[config.mk]
export PLATFORM = sky130hd
export DESIGN_NAME = irq_dest_resolver
export DESIGN_NICKNAME = d
export VERILOG_FILES = /design/src/rtl/irq_dest_pkg.sv /design/src/rtl/irq_dest_match.sv /design/src/rtl/irq_prio_pick.sv /design/src/rtl/irq_low_index.sv /design/src/rtl/irq_dest_resolver.sv
export SDC_FILE = /design/constraint.sdc
export NUM_CORES = 1
export LEC_CHECK = 0
export BUFFER_PORTS_ARGS = -buffer_cell sky130_fd_sc_hd__buf_2
export CAP_MARGIN = 25
export CORE_MARGIN = 3
export CORE_UTILIZATION = 40
export DETAILED_ROUTE_END_ITERATION = 10
export PLACE_DENSITY = 0.82
export SYNTH_ARGS = -nofsm -noshare
export SYNTH_HDL_FRONTEND = slang
export SYNTH_HIERARCHICAL = 1
export SYNTH_SLANG_ARGS = --single-unit
[constraint.sdc]
create_clock -name clk -period 4.55 [get_ports clk]
set_input_delay 0.2275 -clock clk [delete_from_list [all_inputs] [get_ports clk]]
set_output_delay 0.2275 -clock clk [all_outputs]
set_load 0.01 [all_outputs]
[src/rtl/irq_dest_pkg.sv]
package irq_dest_pkg;
  typedef enum logic [1:0] {ST_IDLE, ST_SEND, ST_DONE} rs_state_t;
  localparam logic [2:0] DM_FIXED  = 3'd0;
  localparam logic [2:0] DM_LOWEST = 3'd1;
endpackage

[src/rtl/irq_dest_match.sv]
module irq_dest_match #(
  parameter int N_CPU = 16,
  parameter int ID_W  = 8
) (
  input  logic [ID_W-1:0]       dest,
  input  logic                  logical,
  input  logic [N_CPU-1:0]      present,
  input  logic [N_CPU*ID_W-1:0] phys_id,
  input  logic [N_CPU*ID_W-1:0] log_id,
  output logic [N_CPU-1:0]      mask
);
  localparam logic [ID_W-1:0] BCAST = {ID_W{1'b1}};

  logic [N_CPU-1:0] phys_hit;
  logic [N_CPU-1:0] log_hit;
  logic [N_CPU-1:0] phys_first;

  for (genvar i = 0; i < N_CPU; i++) begin : g_cmp
    assign phys_hit[i] = present[i] && (phys_id[i*ID_W +: ID_W] == dest);
    assign log_hit[i]  = present[i] && (|(log_id[i*ID_W +: ID_W] & dest));
  end

  // isolate the lowest set bit of the physical hits
  assign phys_first = phys_hit & (~phys_hit + N_CPU'(1));

  always_comb begin
    if (logical) begin
      mask = (dest == '0) ? '0 : log_hit;
    end else begin
      mask = (dest == BCAST) ? present : phys_first;
    end
  end
endmodule

[src/rtl/irq_prio_pick.sv]
module irq_prio_pick #(
  parameter int N_CPU  = 16,
  parameter int PRIO_W = 4
) (
  input  logic [N_CPU-1:0]        cand,
  input  logic [N_CPU*PRIO_W-1:0] prio,
  output logic [N_CPU-1:0]        onehot
);
  localparam int IDX_W = (N_CPU > 1) ? $clog2(N_CPU) : 1;

  logic              found;
  logic [IDX_W-1:0]  best;
  logic [PRIO_W-1:0] best_p;

  always_comb begin
    found  = 1'b0;
    best   = '0;
    best_p = '1;
    for (int i = 0; i < N_CPU; i++) begin
      if (cand[i] && (!found || (prio[i*PRIO_W +: PRIO_W] < best_p))) begin
        found  = 1'b1;
        best   = IDX_W'(i);
        best_p = prio[i*PRIO_W +: PRIO_W];
      end
    end
    onehot = '0;
    if (found) onehot[best] = 1'b1;
  end
endmodule

[src/rtl/irq_low_index.sv]
module irq_low_index #(
  parameter int N_CPU = 16,
  localparam int IDX_W = (N_CPU > 1) ? $clog2(N_CPU) : 1
) (
  input  logic [N_CPU-1:0] vec,
  output logic [IDX_W-1:0] idx
);
  always_comb begin
    idx = '0;
    for (int i = N_CPU - 1; i >= 0; i--) begin
      if (vec[i]) idx = IDX_W'(i);
    end
  end
endmodule

[src/rtl/irq_dest_resolver.sv]
module irq_dest_resolver
  import irq_dest_pkg::*;
#(
  parameter int N_CPU  = 16,
  parameter int ID_W   = 8,
  parameter int VEC_W  = 8,
  parameter int PRIO_W = 4,
  localparam int IDX_W = (N_CPU > 1) ? $clog2(N_CPU) : 1
) (
  input  logic                    clk,
  input  logic                    rst_n,
  input  logic                    req_valid,
  output logic                    req_ready,
  input  logic [ID_W-1:0]         req_dest,
  input  logic                    req_logical,
  input  logic [2:0]              req_dmode,
  input  logic [VEC_W-1:0]        req_vector,
  input  logic                    req_level,
  input  logic [N_CPU-1:0]        cpu_present,
  input  logic [N_CPU*ID_W-1:0]   cpu_phys_id,
  input  logic [N_CPU*ID_W-1:0]   cpu_log_id,
  input  logic [N_CPU*PRIO_W-1:0] cpu_prio,
  output logic                    inj_valid,
  output logic [IDX_W-1:0]        inj_cpu,
  output logic [VEC_W-1:0]        inj_vector,
  output logic                    inj_level,
  output logic                    done,
  output logic                    unsupported
);
  localparam logic [ID_W-1:0] BCAST = {ID_W{1'b1}};

  rs_state_t         state_q, state_d;
  logic [N_CPU-1:0]  mask_q, mask_d;
  logic [VEC_W-1:0]  vec_q;
  logic              lvl_q;
  logic              unsup_q, unsup_d;
  logic              lowest_q, lowest_d;
  logic              accept;
  logic [N_CPU-1:0]  match_mask;
  logic [N_CPU-1:0]  pick_mask;
  logic [IDX_W-1:0]  cur_idx;

  irq_dest_match #(.N_CPU(N_CPU), .ID_W(ID_W)) i_match (
    .dest(req_dest), .logical(req_logical), .present(cpu_present),
    .phys_id(cpu_phys_id), .log_id(cpu_log_id), .mask(match_mask)
  );

  irq_prio_pick #(.N_CPU(N_CPU), .PRIO_W(PRIO_W)) i_pick (
    .cand(match_mask), .prio(cpu_prio), .onehot(pick_mask)
  );

  irq_low_index #(.N_CPU(N_CPU)) i_low (
    .vec(mask_q), .idx(cur_idx)
  );

  assign req_ready = (state_q == ST_IDLE);
  assign accept    = req_valid && req_ready;

  // next state
  always_comb begin
    state_d  = state_q;
    mask_d   = mask_q;
    unsup_d  = unsup_q;
    lowest_d = lowest_q;
    unique case (state_q)
      ST_IDLE: begin
        if (accept) begin
          unsup_d  = 1'b0;
          lowest_d = 1'b0;
          if (req_dmode == DM_FIXED) begin
            mask_d = match_mask;
          end else if (req_dmode == DM_LOWEST) begin
            mask_d   = pick_mask;
            lowest_d = 1'b1;
          end else begin
            mask_d  = '0;
            unsup_d = 1'b1;
          end
          state_d = (mask_d != '0) ? ST_SEND : ST_DONE;
        end
      end
      ST_SEND: begin
        mask_d = mask_q;
        mask_d[cur_idx] = 1'b0;
        if (mask_d == '0) state_d = ST_DONE;
      end
      ST_DONE: begin
        state_d = ST_IDLE;
        unsup_d = 1'b0;
      end
      default: state_d = ST_IDLE;
    endcase
  end

  // registers
  always_ff @(posedge clk or negedge rst_n) begin
    if (!rst_n) begin
      state_q  <= ST_IDLE;
      mask_q   <= '0;
      unsup_q  <= 1'b0;
      lowest_q <= 1'b0;
    end else begin
      state_q  <= state_d;
      mask_q   <= mask_d;
      unsup_q  <= unsup_d;
      lowest_q <= lowest_d;
    end
  end

  always_ff @(posedge clk or negedge rst_n) begin
    if (!rst_n) begin
      vec_q <= '0;
      lvl_q <= 1'b0;
    end else if (accept) begin
      vec_q <= req_vector;
      lvl_q <= req_level;
    end
  end

  assign inj_valid   = (state_q == ST_SEND);
  assign inj_cpu     = cur_idx;
  assign inj_vector  = vec_q;
  assign inj_level   = lvl_q;
  assign done        = (state_q == ST_DONE);
  assign unsupported = done && unsup_q;

  // a physical non-broadcast destination resolves to at most one target
  p_phys_single_r2: assert property (@(posedge clk) disable iff (!rst_n)
    (accept && !req_logical && (req_dest != BCAST)) |-> $onehot0(match_mask));

  // logical destination zero resolves to nobody
  p_log_zero_r3: assert property (@(posedge clk) disable iff (!rst_n)
    (accept && req_logical && (req_dest == '0)) |-> (match_mask == '0));

  // consecutive pulses go to strictly rising indices
  p_ascending_r5: assert property (@(posedge clk) disable iff (!rst_n)
    (inj_valid && $past(inj_valid)) |-> (inj_cpu > $past(inj_cpu)));

  // vector and trigger stay fixed across one pulse train
  p_payload_hold_r5: assert property (@(posedge clk) disable iff (!rst_n)
    (inj_valid && $past(inj_valid)) |-> ($stable(inj_vector) && $stable(inj_level)));

  // lowest-priority delivery holds exactly one target
  p_lowest_single_r6: assert property (@(posedge clk) disable iff (!rst_n)
    (inj_valid && lowest_q) |-> $onehot(mask_q));

  // lowest-priority delivery gives a single pulse
  p_lowest_one_pulse_r6: assert property (@(posedge clk) disable iff (!rst_n)
    (inj_valid && lowest_q) |=> !inj_valid);

  // refused codes never inject
  p_unsup_quiet_r7: assert property (@(posedge clk) disable iff (!rst_n)
    unsupported |-> (done && !inj_valid));

  // done lasts one cycle and is followed by idle
  p_done_pulse_r8: assert property (@(posedge clk) disable iff (!rst_n)
    done |=> (!done && req_ready));

  // no pulse while idle
  p_idle_quiet_r8: assert property (@(posedge clk) disable iff (!rst_n)
    req_ready |-> (!inj_valid && !done));
endmodule

Yosys cells after proc, flatten, opt, wreduce, memory -nomap -nowiden
Cells that the tools add are included.
{"block": "totals", "output_inout_bits": 17, "in_bits": 360, "latch_bits": 0, "mem_bits_rw": 0, "rom_bits": 0, "mem_count": 0, "wordCells": 258, "regBits": 28}
{"block": "op_classes", "addsub": 1, "div": 0, "muxes": 84, "shifts": 0, "n_lt_le_gt_ge": 19, "n_reduce_logical": 107, "eq_ne": 22, "multipliers": 0, "bitwise": 20}
{"operator": "$mux 4", "n": 39}
{"operator": "$mux 16", "n": 9}
{"operator": "$and 8x8->8", "n": 16}
{"operator": "$eq 8x8->1", "n": 16}
{"operator": "$reduce_or 8->1", "n": 16}
{"operator": "$lt 4x4->1", "n": 15}
{"operator": "$logic_and 1x1->1", "n": 51}
{"operator": "$and 16x16->16", "n": 2}
{"operator": "$not 16->16", "n": 2}
{"operator": "$pmux 16 s2", "n": 1}
{"operator": "$mux 1", "n": 22}
{"operator": "$add 16x1->16 const B", "n": 1}
{"operator": "$logic_not 16->1", "n": 1}
{"operator": "$reduce_bool 16->1", "n": 1}
{"operator": "$logic_not 1->1", "n": 15}
{"operator": "$logic_or 1x1->1", "n": 15}
{"operator": "$mux 3", "n": 4}
{"operator": "$lt 4x5->1 const B", "n": 2}
{"operator": "$mux 2", "n": 5}
{"operator": "$demux 1 s4", "n": 2}
{"operator": "$eq 8x8->1 const B", "n": 1}
{"operator": "$ge 4x1->1 const B", "n": 2}
{"operator": "$logic_not 8->1", "n": 1}
{"operator": "$reduce_and 2->1", "n": 3}
{"operator": "9 further kinds", "n": 11}

Longest topological paths before layout
{"block": "logic_depth", "ltp_word": 81, "ltp_mapped": 143, "mapped_depth_nobuf": 136}

Modules after synthesis
Netlist, hierarchy kept.
{"mod": "irq_prio_pick", "instances": 1, "cells_each": 526, "area_each_um2": 3503.4}
{"mod": "irq_dest_match", "instances": 1, "cells_each": 372, "area_each_um2": 2732.6}
{"mod": "irq_dest_resolver", "instances": 1, "cells_each": 236, "area_each_um2": 1908.1}
{"mod": "irq_low_index", "instances": 1, "cells_each": 31, "area_each_um2": 178.9}

Worst setup path after synthesis
Ideal clock, no wire load.
{"block": "synth_path", "path_kind": "in2reg", "start": "input req_dest[6]", "end": "register state_q[0]", "cell_stages": 132, "slack_ns": -18.594, "setup_time_ns": 0.136, "required_time_ns": 4.414, "arrival_ns": 23.008, "cell_sequence": "buf_4 or4_1 o21ai_4 buf_6 a31oi_1 o21a_1 buf_2 nor2b_1 ha_1 and3b_1 o21ai_0 o211a_1 buf_2 mux2i_1 inv_1 ha_1 and4_1 o211ai_1 (+96 left out) a31oi_1 o21ai_0 a21boi_0 mux2_2 ha_1 o21ai_0 nand2b_1 a21oi_1 o21ai_0 and2_1 inv_1 a221o_1 nor4_1 nor4_1 nand2_1 a2111oi_0 and3_1 o32ai_1"}
{"block": "synth_between", "elab_chain_len": 81, "elab_cells_between_ends": 208, "classes_between": "add/sub: 1; order compare: 17; eq/ne: 17; mux: 59; bitwise: 18; reduce/logical: 96"}
{"item": "from (decl)", "line_no": "irq_dest_resolver.sv:14", "source": "input logic [ID_W-1:0] req_dest,"}
{"item": "$eq 8x8->1", "line_no": "irq_dest_match.sv:19", "source": "assign phys_hit[i] = present[i] && (phys_id[i*ID_W +: ID_W] == dest);"}
{"item": "$logic_and 1x1->1", "line_no": "irq_dest_match.sv:19"}
{"item": "$not 16->16", "line_no": "irq_dest_match.sv:24", "source": "assign phys_first = phys_hit & (~phys_hit + N_CPU'(1));"}
{"item": "$add 16x1->16", "line_no": "irq_dest_match.sv:24"}
{"item": "$and 16x16->16", "line_no": "irq_dest_match.sv:24"}
{"item": "$mux 16", "line_no": "irq_dest_match.sv:30", "source": "mask = (dest == BCAST) ? present : phys_first;"}
{"item": "$mux 16 *", "line_no": "irq_dest_match.sv:27", "source": "if (logical) begin"}
{"item": "net match_mask[0]", "line_no": "irq_dest_resolver.sv:39", "source": "logic [N_CPU-1:0] match_mask;"}
{"item": "(+66 left out)"}
{"item": "net pick_mask[9]", "line_no": "irq_dest_resolver.sv:40", "source": "logic [N_CPU-1:0] pick_mask;"}
{"item": "$mux 16 *", "line_no": "irq_dest_resolver.sv:72", "source": "end else if (req_dmode == DM_LOWEST) begin"}
{"item": "$mux 16 *", "line_no": "irq_dest_resolver.sv:70", "source": "if (req_dmode == DM_FIXED) begin"}
{"item": "$mux 16 *", "line_no": "irq_dest_resolver.sv:67", "source": "if (accept) begin"}
{"item": "$mux 16 *", "line_no": "irq_dest_resolver.sv:65", "source": "unique case (state_q)"}
{"item": "$reduce_bool 16->1 *", "line_no": "irq_dest_resolver.sv:79", "source": "state_d = (mask_d != '0) ? ST_SEND : ST_DONE;"}
{"item": "$mux 2 *", "line_no": "irq_dest_resolver.sv:79"}
{"item": "$mux 2 *", "line_no": "irq_dest_resolver.sv:67"}
{"item": "$pmux 2 s2 *", "line_no": "irq_dest_resolver.sv:65"}
{"item": "to (signal assigned)", "line_no": "irq_dest_resolver.sv:103", "source": "state_q <= state_d;"}
{"item": "to (decl)", "line_no": "irq_dest_resolver.sv:32", "source": "rs_state_t state_q, state_d;"}
The timed path passes the listed nets; every way through them passes the cells marked *. The select of a mux whose other input is x is not followed.
A chain may end at the register's enable or synchronous reset.

Worst setup path after layout
Same ends and word-level chain as after synthesis.

==> reports/qor.csv <==
metric,value,unit
detailed-route DRC error count,0,
first-pass GRT wire length,64590,um
Clk pwr share,4.8,%
failing checks,setup timing,
H-tree Lvls,1,
fraction of layout cells with a size suffix above 1,51.34,%
Max stage delay on crit path,0.54,ns
Fillers,1450,
Pre-antenna DRT Iters,8,
"Primary FF master, synth",dfrtp_1,
Port Buf Inserts,376,
"Seq/Total Area, Yosys",8.419,%
P_leak,6.596,nW
grt total ovfl,0,
Worst path most repeated cell,ha_4,
Rel. slew slack,40.64,%
Cells after Synth,1165,
Die ar.,22570,sq um
Reg power frac,8.8,%
RSZ-0062 raised after global routing,true,
number of global-route vias before repair,12770,
Seq cells post-synth,28,
post-route ant nets,0,
outcome,"finished, violations left",
endpoint type of the worst setup path,flip-flop,
largest net degree at the start of global routing,29,
clock sink total,28,
WP data required,4.68,ns
CTS Root Cell,clkbuf_16,
Worst-path clk slew,0.07,ns
hold slack,0.1469,ns
internal power,0.002756,W
die width,150.2,um
number of synthesized flops with an enable pin,0,
post-DP HPWL,32360,um
combinational share of power,86.4,%
async set-reset flop share out of synthesis,100.0,%
number of CTS-inserted buffers,3,
synthesis-to-layout area growth,70.26,%
HP Class,input port to flip-flop,
worst clock skew,0.002832,ns
pwr dens,386.4,nW/um^2
CP arrival,22.32,ns
sw frac,49.67,%
YS warnings,6,
Critical Path Start Type,input port,
total net switching power,0.002720,W
final setup vio count,18,
initial core utilization,40.87,%
hold depth,3,
Core Region,20360,sq um
period utilization,487.5,%
worst r2r path cells,10,
syn avg cell area,7.144,sq um
Setup WS post-layout,-17.63,ns
Setup CP Type,input port to flip-flop,
via count,13550,
CTS tree,built,
drt first-iter violations,1473,
gpl congestion,1.026,
Final Net Count,2248,
Finished Cell Area,14170,sq um
routed wire length,46830,um
Ports,377,
Critical Path Slowest Stage Cell,or4_4,
vias per inst,6.314,
Final min period,22.18,ns
syn_nets,1544,
initial antenna violation count,9,
Pins Over Slew Limit,0,
Worst Tran Pin Value,0.8871,ns
Syn Std Cell Area,8323,sq um
row count,52,
maximum VDD drop,0.3017,mV
Synth cell types,92,
Max Clk Rate,45.08,MHz
die span in y,150.2,um
drt wl/cell,21.82,um
Max Cap Viol,0,
Area after DPL,12730,sq um
final number of hold-violating endpoints,0,
GR Util All Layers,34.97,%
Worst Path Max Fanout,4,
"Clk Latency, worst-skew pair",0.27,ns
clk buf depth,2,
## worst paths after layout
path | start | to | slack, ns
worst max-delay path | req_dest[6] | state_q[0] | -17.63
worst min-delay path | req_vector[5] | inj_vector[5] | 0.15
worst max register to register | mask_q[14] | state_q[1] | 1.52
worst min register to register | inj_vector[5] | inj_vector[5] | 0.47
max in group asynchronous | rst_n | inj_vector[1] | 3.62
min in group asynchronous | rst_n | mask_q[3] | 0.50
## per-layer routing
layer	global-route usage (%)	routed length [um]	share of wire, %	up-vias
met1	41.92	16490	35	6253
met3	3.522	4490	9.6	358
met5	0	0	0	-
met4	18.16	3587	7.7	0
met2	61.73	22260	48	1113
li1	-	-	-	5825
## state kept, by name (all words and copies together), names as in the netlist
register    flops
inj_level       1
inj_vector      8
mask_q         16
state_q         2
unsup_q         1
## final cells by class
type                            instances  area (sq um)  area share, %
Antenna cell                            8         20.02         0.1413
Clock buffer                            3         75.07         0.5298
Clock inverter                          1         30.03         0.2119
Inverter                               55         209.0          1.474
Multi-Input combinational cell       1016          7944          56.06
Sequential cell                        28         700.7          4.944
Tap cell                              270         337.8          2.384
Timing Repair Buffer                  765          4855          34.26
## logic make-up (layout without fill, tap and decap cells)
group | Yosys count | count (layout) | share of synthesized area [%]
multiplexers | 54 | 54 | 7.005
buffers and inverters | 121 | 824 | 7.742
AO/OA/AOI/OAI | 383 | 383 | 32.25
adder cells (fa/ha/maj) | 27 | 27 | 3.833
other | 0 | 8 | 0
XOR/XNOR | 136 | 136 | 14.31
flip-flops | 28 | 28 | 8.418
AND/OR/NAND/NOR | 416 | 416 | 26.44
## per-stage QoR
stage	setup TNS [ns]	setup WS (ns)	total power (W)	util (%)	std cells
2_1_floorplan	-299.24	-17.04	0.002782	-	1165
3_3_place_gp	-278.58	-15.89	0.004001	62.51	2047
3_5_place_dp	-295.23	-16.83	0.004112	62.51	2047
4_1_cts	-284.64	-16.18	0.004781	66.68	2113
5_1_grt	-323.96	-18.37	0.005766	69.59	2146
6_report	-310.51	-17.63	0.005476	69.59	2146
## cell usage in the layout (no fill, tap or decap), drive strengths merged, types with 13 or more instances in the layout
| cell type | count |
|---|---|
| buf | 763 |
| nand2 | 118 |
| xnor2 | 111 |
| o21ai | 88 |
| nor2 | 72 |
| a21oi | 62 |
| inv | 54 |
| a22oi | 52 |
| nor3 | 38 |
| a31oi | 32 |
| nand3 | 32 |
| mux2i | 29 |
| nand4 | 28 |
| dfrtp | 28 |
| xor2 | 25 |
| mux2 | 25 |
| a221oi | 22 |
| nor4 | 21 |
| nand2b | 19 |
| ha | 19 |
| a22o | 18 |
| nor2b | 15 |
| or3 | 13 |
## cell usage after synthesis (all sizes together) (21+ instances only)
cell      n  area [sq um]
buf      36         325.3
clkbuf   30         112.6
mux2i    29         290.3
mux2     25         292.8
nand2   118         450.4
xor2     25         219.0
nor3     38         190.2
o21ai    88         455.4
xnor2   111         972.2
inv      54         202.7
dfrtp    28         700.7
nor4     21         186.4
a31oi    32         200.2
nand4    28         175.2
nor2     72         272.8
nand3    32         160.2
a21oi    62         310.3
a221oi   22         205.2
a22oi    52         404.1
## worst max-delay path, delay by kind of cell
family          cells  cell delay [ns]
buf+inv            16             1.45
simple gates       36             5.46
mux                 7             1.78
fa+ha+maj          15             3.95
compound gates     55             9.42
## repair_timing
item / 4_1_cts / 5_1_grt
hold buffers: 1 / 0
pin swaps: 49 / 88
endpoints found under the hold margin: 28 / 0
gates resized for setup: 60 / 83
endpoints found under the setup margin: 18 / 18
buffers inserted: 62 / 26
## power by group through the flow
stage | logic, W | clock network (W) | registers, W
after global placement | 0.00353 | 0 | 0.000469
after floorplan | 0.00235 | 0 | 0.000435
after CTS | 0.00404 | 0.000265 | 0.000473
after global routing | 0.00500 | 0.000274 | 0.000496
final | 0.00473 | 0.000264 | 0.000482
after detailed placement | 0.00364 | 0 | 0.000474
Note: power is estimated with default switching activity, not from simulation.
